`config.mk`:
```
export PLATFORM = sky130hd
export DESIGN_NAME = can_cmd_decoder
export DESIGN_NICKNAME = d
export VERILOG_FILES = /design/src/rtl/can_cmd_pkg.sv /design/src/rtl/can_cmd_decode.sv /design/src/rtl/can_cmd_slots.sv /design/src/rtl/can_lo_chan.sv /design/src/rtl/can_cmd_decoder.sv
export SDC_FILE = /design/constraint.sdc
export NUM_CORES = 2
export LEC_CHECK = 0
export BUFFER_PORTS_ARGS = -buffer_cell sky130_fd_sc_hd__buf_2
export CORE_MARGIN = 2
export CORE_UTILIZATION = 45
export CTS_CLUSTER_DIAMETER = 150
export DETAILED_ROUTE_END_ITERATION = 8
export MAX_ROUTING_LAYER = met4
export SYNTH_ARGS = -nofsm -noshare
export SYNTH_HDL_FRONTEND = slang
export SYNTH_SLANG_ARGS = --single-unit
export TNS_END_PERCENT = 50
```
`constraint.sdc`:
```
create_clock -name clk -period 2.6 [get_ports clk]
set_input_delay 0.52 -clock clk [delete_from_list [all_inputs] [get_ports clk]]
set_output_delay 0.52 -clock clk [all_outputs]
set_load 0.05 [all_outputs]
```
`src/rtl/can_cmd_pkg.sv`:
```
package can_cmd_pkg;
  localparam int ID_W   = 29;
  localparam int LEN_W  = 4;
  localparam int DATA_W = 64;
  localparam int N_LO   = 2;
  localparam int N_SLOT = 8;
  localparam int SLOT_W = $clog2(N_SLOT);
  localparam int IF_SLOT = 5;

  typedef enum logic [3:0] {
    OP_BAD, OP_DUAL, OP_FREQ, OP_PHASE, OP_IFSEL,
    OP_LO_LOW, OP_LO_UP, OP_INIT, OP_RST, OP_READ
  } op_e;

  function automatic logic [15:0] be16(input logic [DATA_W-1:0] d, input int k);
    return d[DATA_W-1-8*k -: 16];
  endfunction

  function automatic logic [31:0] be32(input logic [DATA_W-1:0] d, input int k);
    return d[DATA_W-1-8*k -: 32];
  endfunction

  function automatic logic [31:0] sext16(input logic [15:0] v);
    return {{16{v[15]}}, v};
  endfunction

  function automatic logic [LEN_W-1:0] slot_len(input logic [SLOT_W-1:0] s);
    case (s)
      3'd0:       return 4'd8;
      3'd1, 3'd2: return 4'd7;
      3'd3, 3'd4: return 4'd3;
      3'd5:       return 4'd4;
      default:    return 4'd6;
    endcase
  endfunction

  function automatic logic [DATA_W-1:0] slot_default(input int s);
    return (s == IF_SLOT) ? 64'h0101_0101_0000_0000 : '0;
  endfunction
endpackage

```
`src/rtl/can_cmd_decode.sv`:
```
module can_cmd_decode
  import can_cmd_pkg::*;
#(
  parameter logic [10:0] WIN_HI = 11'h200
) (
  input  logic [ID_W-1:0]   id,
  input  logic [LEN_W-1:0]  len,
  input  logic [31:0]       head,
  input  logic [7:0]        node_sel,
  output logic              hit,
  output logic              bcast,
  output op_e               op,
  output logic [SLOT_W-1:0] slot
);
  logic [7:0] b0, b1, b2, b3;
  logic       tgt_ok, if_ok;

  assign b0 = head[31:24];
  assign b1 = head[23:16];
  assign b2 = head[15:8];
  assign b3 = head[7:0];
  assign tgt_ok = (b0 <= 8'd1);
  assign if_ok  = tgt_ok && (b1 <= 8'd1) && (b2 <= 8'd1) && (b3 <= 8'd1);

  assign hit   = (id[ID_W-1:18] == (WIN_HI + {3'b000, node_sel}));
  assign bcast = (id == '0);

  always_comb begin
    op   = OP_BAD;
    slot = '0;
    case (id[17:0])
      18'h00100: if (len == 4'd8) begin op = OP_DUAL; slot = 3'd0; end
      18'h00101: if (len == 4'd7 && tgt_ok) begin op = OP_FREQ;  slot = b0[0] ? 3'd1 : 3'd2; end
      18'h00102: if (len == 4'd3 && tgt_ok) begin op = OP_PHASE; slot = b0[0] ? 3'd3 : 3'd4; end
      18'h00103: if (len == 4'd4 && if_ok) begin op = OP_IFSEL; slot = 3'd5; end
      18'h00108: if (len == 4'd6) begin op = OP_LO_LOW; slot = 3'd6; end
      18'h00109: if (len == 4'd6) begin op = OP_LO_UP;  slot = 3'd7; end
      18'h001F0: if (len == 4'd1) op = OP_INIT;
      18'h001FF: if (len == 4'd1) op = OP_RST;
      18'h00200, 18'h00201, 18'h00202, 18'h00203, 18'h00204, 18'h00205:
        if (len == 4'd0) begin op = OP_READ; slot = id[2:0]; end
      18'h00208: if (len == 4'd0) begin op = OP_READ; slot = 3'd6; end
      18'h00209: if (len == 4'd0) begin op = OP_READ; slot = 3'd7; end
      default: op = OP_BAD;
    endcase
  end
endmodule

```
`src/rtl/can_cmd_slots.sv`:
```
module can_cmd_slots
  import can_cmd_pkg::*;
(
  input  logic              clk,
  input  logic              rst_n,
  input  logic              wr_en,
  input  logic [SLOT_W-1:0] wr_slot,
  input  logic [DATA_W-1:0] wr_data,
  input  logic              restore,
  input  logic [SLOT_W-1:0] rd_slot,
  output logic [DATA_W-1:0] rd_data,
  output logic [1:0]        if_freq4g,
  output logic [1:0]        if_polh
);
  logic [DATA_W-1:0] mem [N_SLOT];

  for (genvar g = 0; g < N_SLOT; g++) begin : g_slot
    always_ff @(posedge clk or negedge rst_n) begin
      if (!rst_n)                        mem[g] <= slot_default(g);
      else if (restore)                  mem[g] <= slot_default(g);
      else if (wr_en && wr_slot == g[SLOT_W-1:0]) mem[g] <= wr_data;
    end
  end

  assign rd_data   = mem[rd_slot];
  assign if_freq4g = {mem[IF_SLOT][40], mem[IF_SLOT][56]};
  assign if_polh   = {mem[IF_SLOT][32], mem[IF_SLOT][48]};
endmodule

```
`src/rtl/can_lo_chan.sv`:
```
module can_lo_chan (
  input  logic        clk,
  input  logic        rst_n,
  input  logic        sec_tick,
  input  logic        clear,
  input  logic        clear_pulse,
  input  logic        stage_en,
  input  logic [31:0] stage_off,
  input  logic [15:0] stage_ph,
  input  logic        imm_f_en,
  input  logic [31:0] imm_f,
  input  logic        imm_p_en,
  input  logic [15:0] imm_p,
  output logic [31:0] freq,
  output logic [15:0] phase,
  output logic        upd
);
  logic        pend;
  logic [31:0] stg_off;
  logic [15:0] stg_ph;

  always_ff @(posedge clk or negedge rst_n) begin
    if (!rst_n) begin
      freq <= '0; phase <= '0; upd <= 1'b0;
      pend <= 1'b0; stg_off <= '0; stg_ph <= '0;
    end else begin
      upd <= 1'b0;
      if (clear) begin
        freq <= '0; phase <= '0; pend <= 1'b0;
        stg_off <= '0; stg_ph <= '0;
        upd <= clear_pulse;
      end else begin
        if (sec_tick && pend) begin
          freq <= stg_off; phase <= stg_ph; pend <= 1'b0; upd <= 1'b1;
        end
        if (stage_en) begin
          stg_off <= stage_off; stg_ph <= stage_ph; pend <= 1'b1;
        end
        if (imm_f_en) begin freq  <= imm_f; upd <= 1'b1; end
        if (imm_p_en) begin phase <= imm_p; upd <= 1'b1; end
      end
    end
  end
endmodule

```
`src/rtl/can_cmd_decoder.sv`:
```
module can_cmd_decoder
  import can_cmd_pkg::*;
#(
  parameter logic [10:0] WIN_HI = 11'h200
) (
  input  logic              clk,
  input  logic              rst_n,
  input  logic [7:0]        node_sel,
  input  logic              sec_tick,
  input  logic              rx_valid,
  input  logic [ID_W-1:0]   rx_id,
  input  logic [LEN_W-1:0]  rx_len,
  input  logic [DATA_W-1:0] rx_data,
  input  logic              tx_ready,
  output logic              tx_valid,
  output logic [ID_W-1:0]   tx_id,
  output logic [LEN_W-1:0]  tx_len,
  output logic [DATA_W-1:0] tx_data,
  output logic [1:0]        if_freq4g,
  output logic [1:0]        if_polh,
  output logic [N_LO-1:0]   lo_upd,
  output logic [32*N_LO-1:0] lo_freq,
  output logic [16*N_LO-1:0] lo_phase,
  output logic              activity,
  output logic [7:0]        err_cnt
);
  logic              hit, bcast;
  op_e               op;
  logic [SLOT_W-1:0] slot;
  logic [DATA_W-1:0] rd_data;

  can_cmd_decode #(.WIN_HI(WIN_HI)) u_dec (
    .id(rx_id), .len(rx_len), .head(rx_data[63:32]), .node_sel(node_sel),
    .hit(hit), .bcast(bcast), .op(op), .slot(slot)
  );

  // named internal events
  logic acc, wr_store, req, busy_drop, bad_frame, handover, tgt_low;
  assign acc       = rx_valid && hit;
  assign wr_store  = acc && (op inside {OP_DUAL, OP_FREQ, OP_PHASE, OP_IFSEL, OP_LO_LOW, OP_LO_UP});
  assign req       = rx_valid && (bcast || (hit && op == OP_READ));
  assign busy_drop = req && tx_valid;
  assign bad_frame = (acc && op == OP_BAD) || busy_drop;
  assign handover  = tx_valid && tx_ready;
  assign tgt_low   = rx_data[56];

  can_cmd_slots u_slots (
    .clk(clk), .rst_n(rst_n), .wr_en(wr_store), .wr_slot(slot), .wr_data(rx_data),
    .restore(acc && op == OP_RST), .rd_slot(slot), .rd_data(rd_data),
    .if_freq4g(if_freq4g), .if_polh(if_polh)
  );

  for (genvar g = 0; g < N_LO; g++) begin : g_lo
    logic        st_en, f_en, p_en;
    logic [31:0] st_off;
    logic [15:0] st_ph, p_val;
    localparam bit LOWER = (g == 1);
    assign st_en  = acc && (op == OP_DUAL || op == (LOWER ? OP_LO_LOW : OP_LO_UP));
    assign st_off = (op == OP_DUAL) ? sext16(be16(rx_data, LOWER ? 4 : 0)) : be32(rx_data, 0);
    assign st_ph  = (op == OP_DUAL) ? be16(rx_data, LOWER ? 6 : 2) : be16(rx_data, 4);
    assign f_en   = acc && op == OP_FREQ && (tgt_low == LOWER);
    assign p_en   = acc && (op == OP_FREQ || op == OP_PHASE) && (tgt_low == LOWER);
    assign p_val  = (op == OP_FREQ) ? be16(rx_data, 5) : be16(rx_data, 1);

    can_lo_chan u_ch (
      .clk(clk), .rst_n(rst_n), .sec_tick(sec_tick),
      .clear(acc && (op == OP_INIT || op == OP_RST)), .clear_pulse(op == OP_INIT),
      .stage_en(st_en), .stage_off(st_off), .stage_ph(st_ph),
      .imm_f_en(f_en), .imm_f(be32(rx_data, 1)), .imm_p_en(p_en), .imm_p(p_val),
      .freq(lo_freq[32*g +: 32]), .phase(lo_phase[16*g +: 16]), .upd(lo_upd[g])
    );
  end

  always_ff @(posedge clk or negedge rst_n) begin
    if (!rst_n) begin
      tx_valid <= 1'b0; tx_id <= '0; tx_len <= '0; tx_data <= '0;
      activity <= 1'b0; err_cnt <= '0;
    end else begin
      activity <= (rx_valid && (hit || bcast)) || handover;
      if (bad_frame && err_cnt != 8'hFF) err_cnt <= err_cnt + 8'd1;
      if (handover) tx_valid <= 1'b0;
      if (req && !tx_valid) begin
        tx_valid <= 1'b1;
        tx_id    <= bcast ? {WIN_HI + {3'b000, node_sel}, 18'h0} : rx_id;
        tx_len   <= bcast ? '0 : slot_len(slot);
        tx_data  <= bcast ? '0 : rd_data;
      end
    end
  end
endmodule

```
==> flow_metrics.py <==
metrics = {
    "power": {
        "clkPwrFrac_pct": 47.3,
        "cellLeakagePower_uw": 0.02628,
        "p_comb_share_pct": 3.9,
        "pwr-share-seq_pct": 48.8,
        "swShare_pct": 23.46,
        "power.density_nw_per_um2": 532.3,
        "switchingPower_uw": 6097,
        "vdd_drop_max_v": 0.0004400,
        "internal_power_uw": 19890,
    },
    "detailed_routing": {
        "drc_errors": 0,
        "vias": 33620,
        "drt_pass1_iterations": 6,
        "drt_first_iter_violations": 3598,
        "ant_nets": 0,
        "vias_per_cell": 5.724,
        "drt_wl_total_mm": 138.0,
        "detail_route.wl_per_cell_um": 23.49,
    },
    "worst_setup_path": {
        "cp.required_ns": 3.12,
        "crit_fanout": 8,
        "reg2reg_from": "err_cnt[0]",
        "arrival_ns": 3.34,
        "startpoint_type": "primary input",
        "cp-endpoint": "u_slots.mem[441]",
        "path_class": "in -> reg",
        "timing.rr.end": "err_cnt[1]",
        "startpoint": "rx_id[5]",
        "r2r.worst_path.cells": 5,
        "crit_path_end_kind": "flop",
        "reg2reg_slack_ns": 0.59,
    },
    "placed_design": {
        "portBuffers": 318,
        "place_congestion": 0.9442,
        "placed_area_um2": 44700,
        "hpwlAfterDp_mm": 87.85,
    },
    "sta": {
        "slew_headroom_pct": 52.95,
        "max_clock_freq_mhz": 354.8,
        "worst_clock_skew_ns": 0.02377,
        "final_hold_viol_count": 0,
        "whs_ns": 0.1546,
        "worst_slack_ns": -0.2187,
        "rsz0062_at_grt": "true",
        "period_minus_slack_ns": 2.819,
        "period_share_pct": 108.4,
        "setup_viol": 556,
        "tightest_slew_ns": 0.7057,
        "slew_violations": 0,
    },
    "layout": {
        "fillers": 7501,
        "drive_gt1_share_pct": 21.50,
        "stdcell_area_um2": 48830,
        "final_common_cell": "nand2_1",
        "area_delta_synth_final_pct": 26.64,
        "nNetsFinal": 4769,
        "fin_util_pct": 57.43,
        "seq_area_um2": 20400,
        "final_cell_mix": "1014 x nand2_1, 811 x dfrtp_1, 462 x mux2i_1",
        "multi_input_comb_area_um2": 17450,
    },
    "synthesis": {
        "synth-edff-count": 0,
        "ys_warn_count": 0,
        "synth_flop_cell": "dfrtp_1",
        "async_flop_share_pct": 100.0,
        "syn_inst": 4223,
        "ys_ff_latch": 815,
        "avgSynthCellArea_um2": 9.130,
        "synth_seq_area_share_pct": 52.91,
        "synth_cell_types": 60,
        "netlist_area_um2": 38560,
        "syn_nets": 4334,
    },
    "clocking": {
        "clk_latency_ns": 0.67,
        "tritoncts_num_sinks": 815,
        "clockRootBuffer": "clkbuf_16",
        "cts_buffers": 87,
        "htree_levels": 3,
        "cts_tree": "yes",
        "clockBufferDepth": 3,
        "path_clk_slew_ns": 0.06,
    },
    "floorplanning": {
        "die-height_um": 296.7,
        "die_w_um": 296.7,
        "die-area_um2": 88040,
        "io_pins": 319,
        "initial_utilization_pct": 45.35,
        "row_count": 107,
        "core_um2": 85010,
    },
    "global_route": {
        "grtUsageTotal_pct": 31.48,
        "antenna_found_initial": 10,
        "grt_pass1_vias": 32240,
        "grt_max_degree": 124,
        "grt_pass1_wl_mm": 207.9,
        "gr-total-overflow": 0,
    },
    "status": {
        "status": "complete, but fails checks",
        "violations": "negative setup slack",
    },
    "job": {
        "drv_cap": 0,
    },
    "min_path": {
        "hold_path.class": "in -> reg",
        "hold_start": "tx_ready",
    },
}
[what timing repair did]
action,4_1_cts,5_1_grt
hold endpoints to repair,16,0
setup buffers,15,14
pin swaps,17,15
gates resized for setup,89,27
endpoints found under the setup margin,652,775
cloned,10,10
hold buffers,1,0
[final cells by class]
| cell class | instances | area share, % |
|---|---|---|
| diodes | 4 | 0.02050 |
| clock buffers | 139 | 5.394 |
| clock inverters | 18 | 0.3126 |
| inverters | 5 | 0.03844 |
| multi-input cells | 3016 | 35.74 |
| flip-flops and latches | 815 | 41.78 |
| well taps | 1144 | 2.932 |
| repair buffers | 733 | 13.78 |
[Yosys cell counts, types with 12 or more instances]
library cell | count | area share, %
nand2_1 | 1025 | 10
dfrtp_1 | 811 | 53
mux2i_1 | 466 | 12
nor2_1 | 377 | 3.7
nand3_1 | 300 | 3.9
clkbuf_1 | 298 | 2.9
a21oi_1 | 263 | 3.4
o21ai_0 | 247 | 3.2
and3_1 | 65 | 1.1
o221ai_1 | 63 | 1.4
buf_2 | 44 | 0.57
o2bb2ai_1 | 33 | 0.75
buf_1 | 26 | 0.25
nor2b_1 | 23 | 0.37
nor3_1 | 21 | 0.27
nor4_1 | 19 | 0.31
buf_4 | 12 | 0.23
[critical path, stage by stage]
cell       delay (ns)
buf_6            0.09
or4_4            0.58
or4_4            0.51
nor3b_2          0.24
buf_6            0.17
a2111oi_4        0.05
a211oi_4         0.26
buf_12           0.16
buf_12           0.11
nand2_8          0.10
buf_12           0.18
buf_4            0.17
and3_1           0.18
[power groups by stage]
| stage | combinational (uW) | sequential [uW] | clock, uW |
|---|---|---|---|
| final | 1020 | 12700 | 12300 |
| after global routing | 1090 | 12700 | 13000 |
| after CTS | 1010 | 12700 | 12400 |
| after detailed placement | 1000 | 12900 | 0 |
| after global placement | 1000 | 12900 | 0 |
| after floorplan | 224 | 12900 | 0 |
[worst min path at each step]
| stage | to | depth (start not counted) |
|---|---|---|
| after floorplan | activity | 0 |
| after global placement | tx_id[5] | 1 |
| after detailed placement | tx_id[5] | 1 |
| after CTS | tx_valid | 3 |
| after global routing | tx_id[3] | 3 |
| final | tx_valid | 3 |
[flip-flops by register name, indices dropped and copies added (netlist names)]
name and count:
err_cnt 8, g_lo.u_ch.phase 32, g_lo.u_ch.freq 64, u_slots.if_freq4g 2, u_slots.if_polh 2, g_lo.u_ch.pend 2, tx_valid 1, tx_data 64
u_slots.mem 508, g_lo.u_ch.stg_off 64, g_lo.u_ch.upd 2, tx_len 4, g_lo.u_ch.stg_ph 32, activity 1, tx_id 29
[kinds of logic (layout without fill, tap and decap cells)]
family	after synthesis	count (layout)	synth area share (%)
mux	470	470	12.21
other cells	0	4	0
flops	815	815	52.91
simple gates	1894	1894	20.82
buf+inv	392	895	4.212
fa+ha+maj	1	1	0.03245
compound gates	638	638	9.512
xor+xnor	13	13	0.2953
[metal layers]
metal,share of wire (%),vias to the layer above,track usage (%)
li1,-,15220,-
met1,44,16810,44.14
met2,46,1412,47.56
met3,7.7,183,5.040
met4,2.8,0,8.484
met5,0,-,-
[through the flow]
step	TNS (ns)	total power [uW]	std cells	worst slack, ns
6_report	-55.56	25990	5874	-0.2187
5_1_grt	-90.95	26730	5873	-0.2704
4_1_cts	-14.31	26120	5847	-0.1313
3_5_place_dp	-595.79	13920	5664	-0.8863
3_3_place_gp	-575.93	13920	5664	-0.9155
2_1_floorplan	-446.08	13150	4223	-0.6697
(Power assumes the default switching activity.)
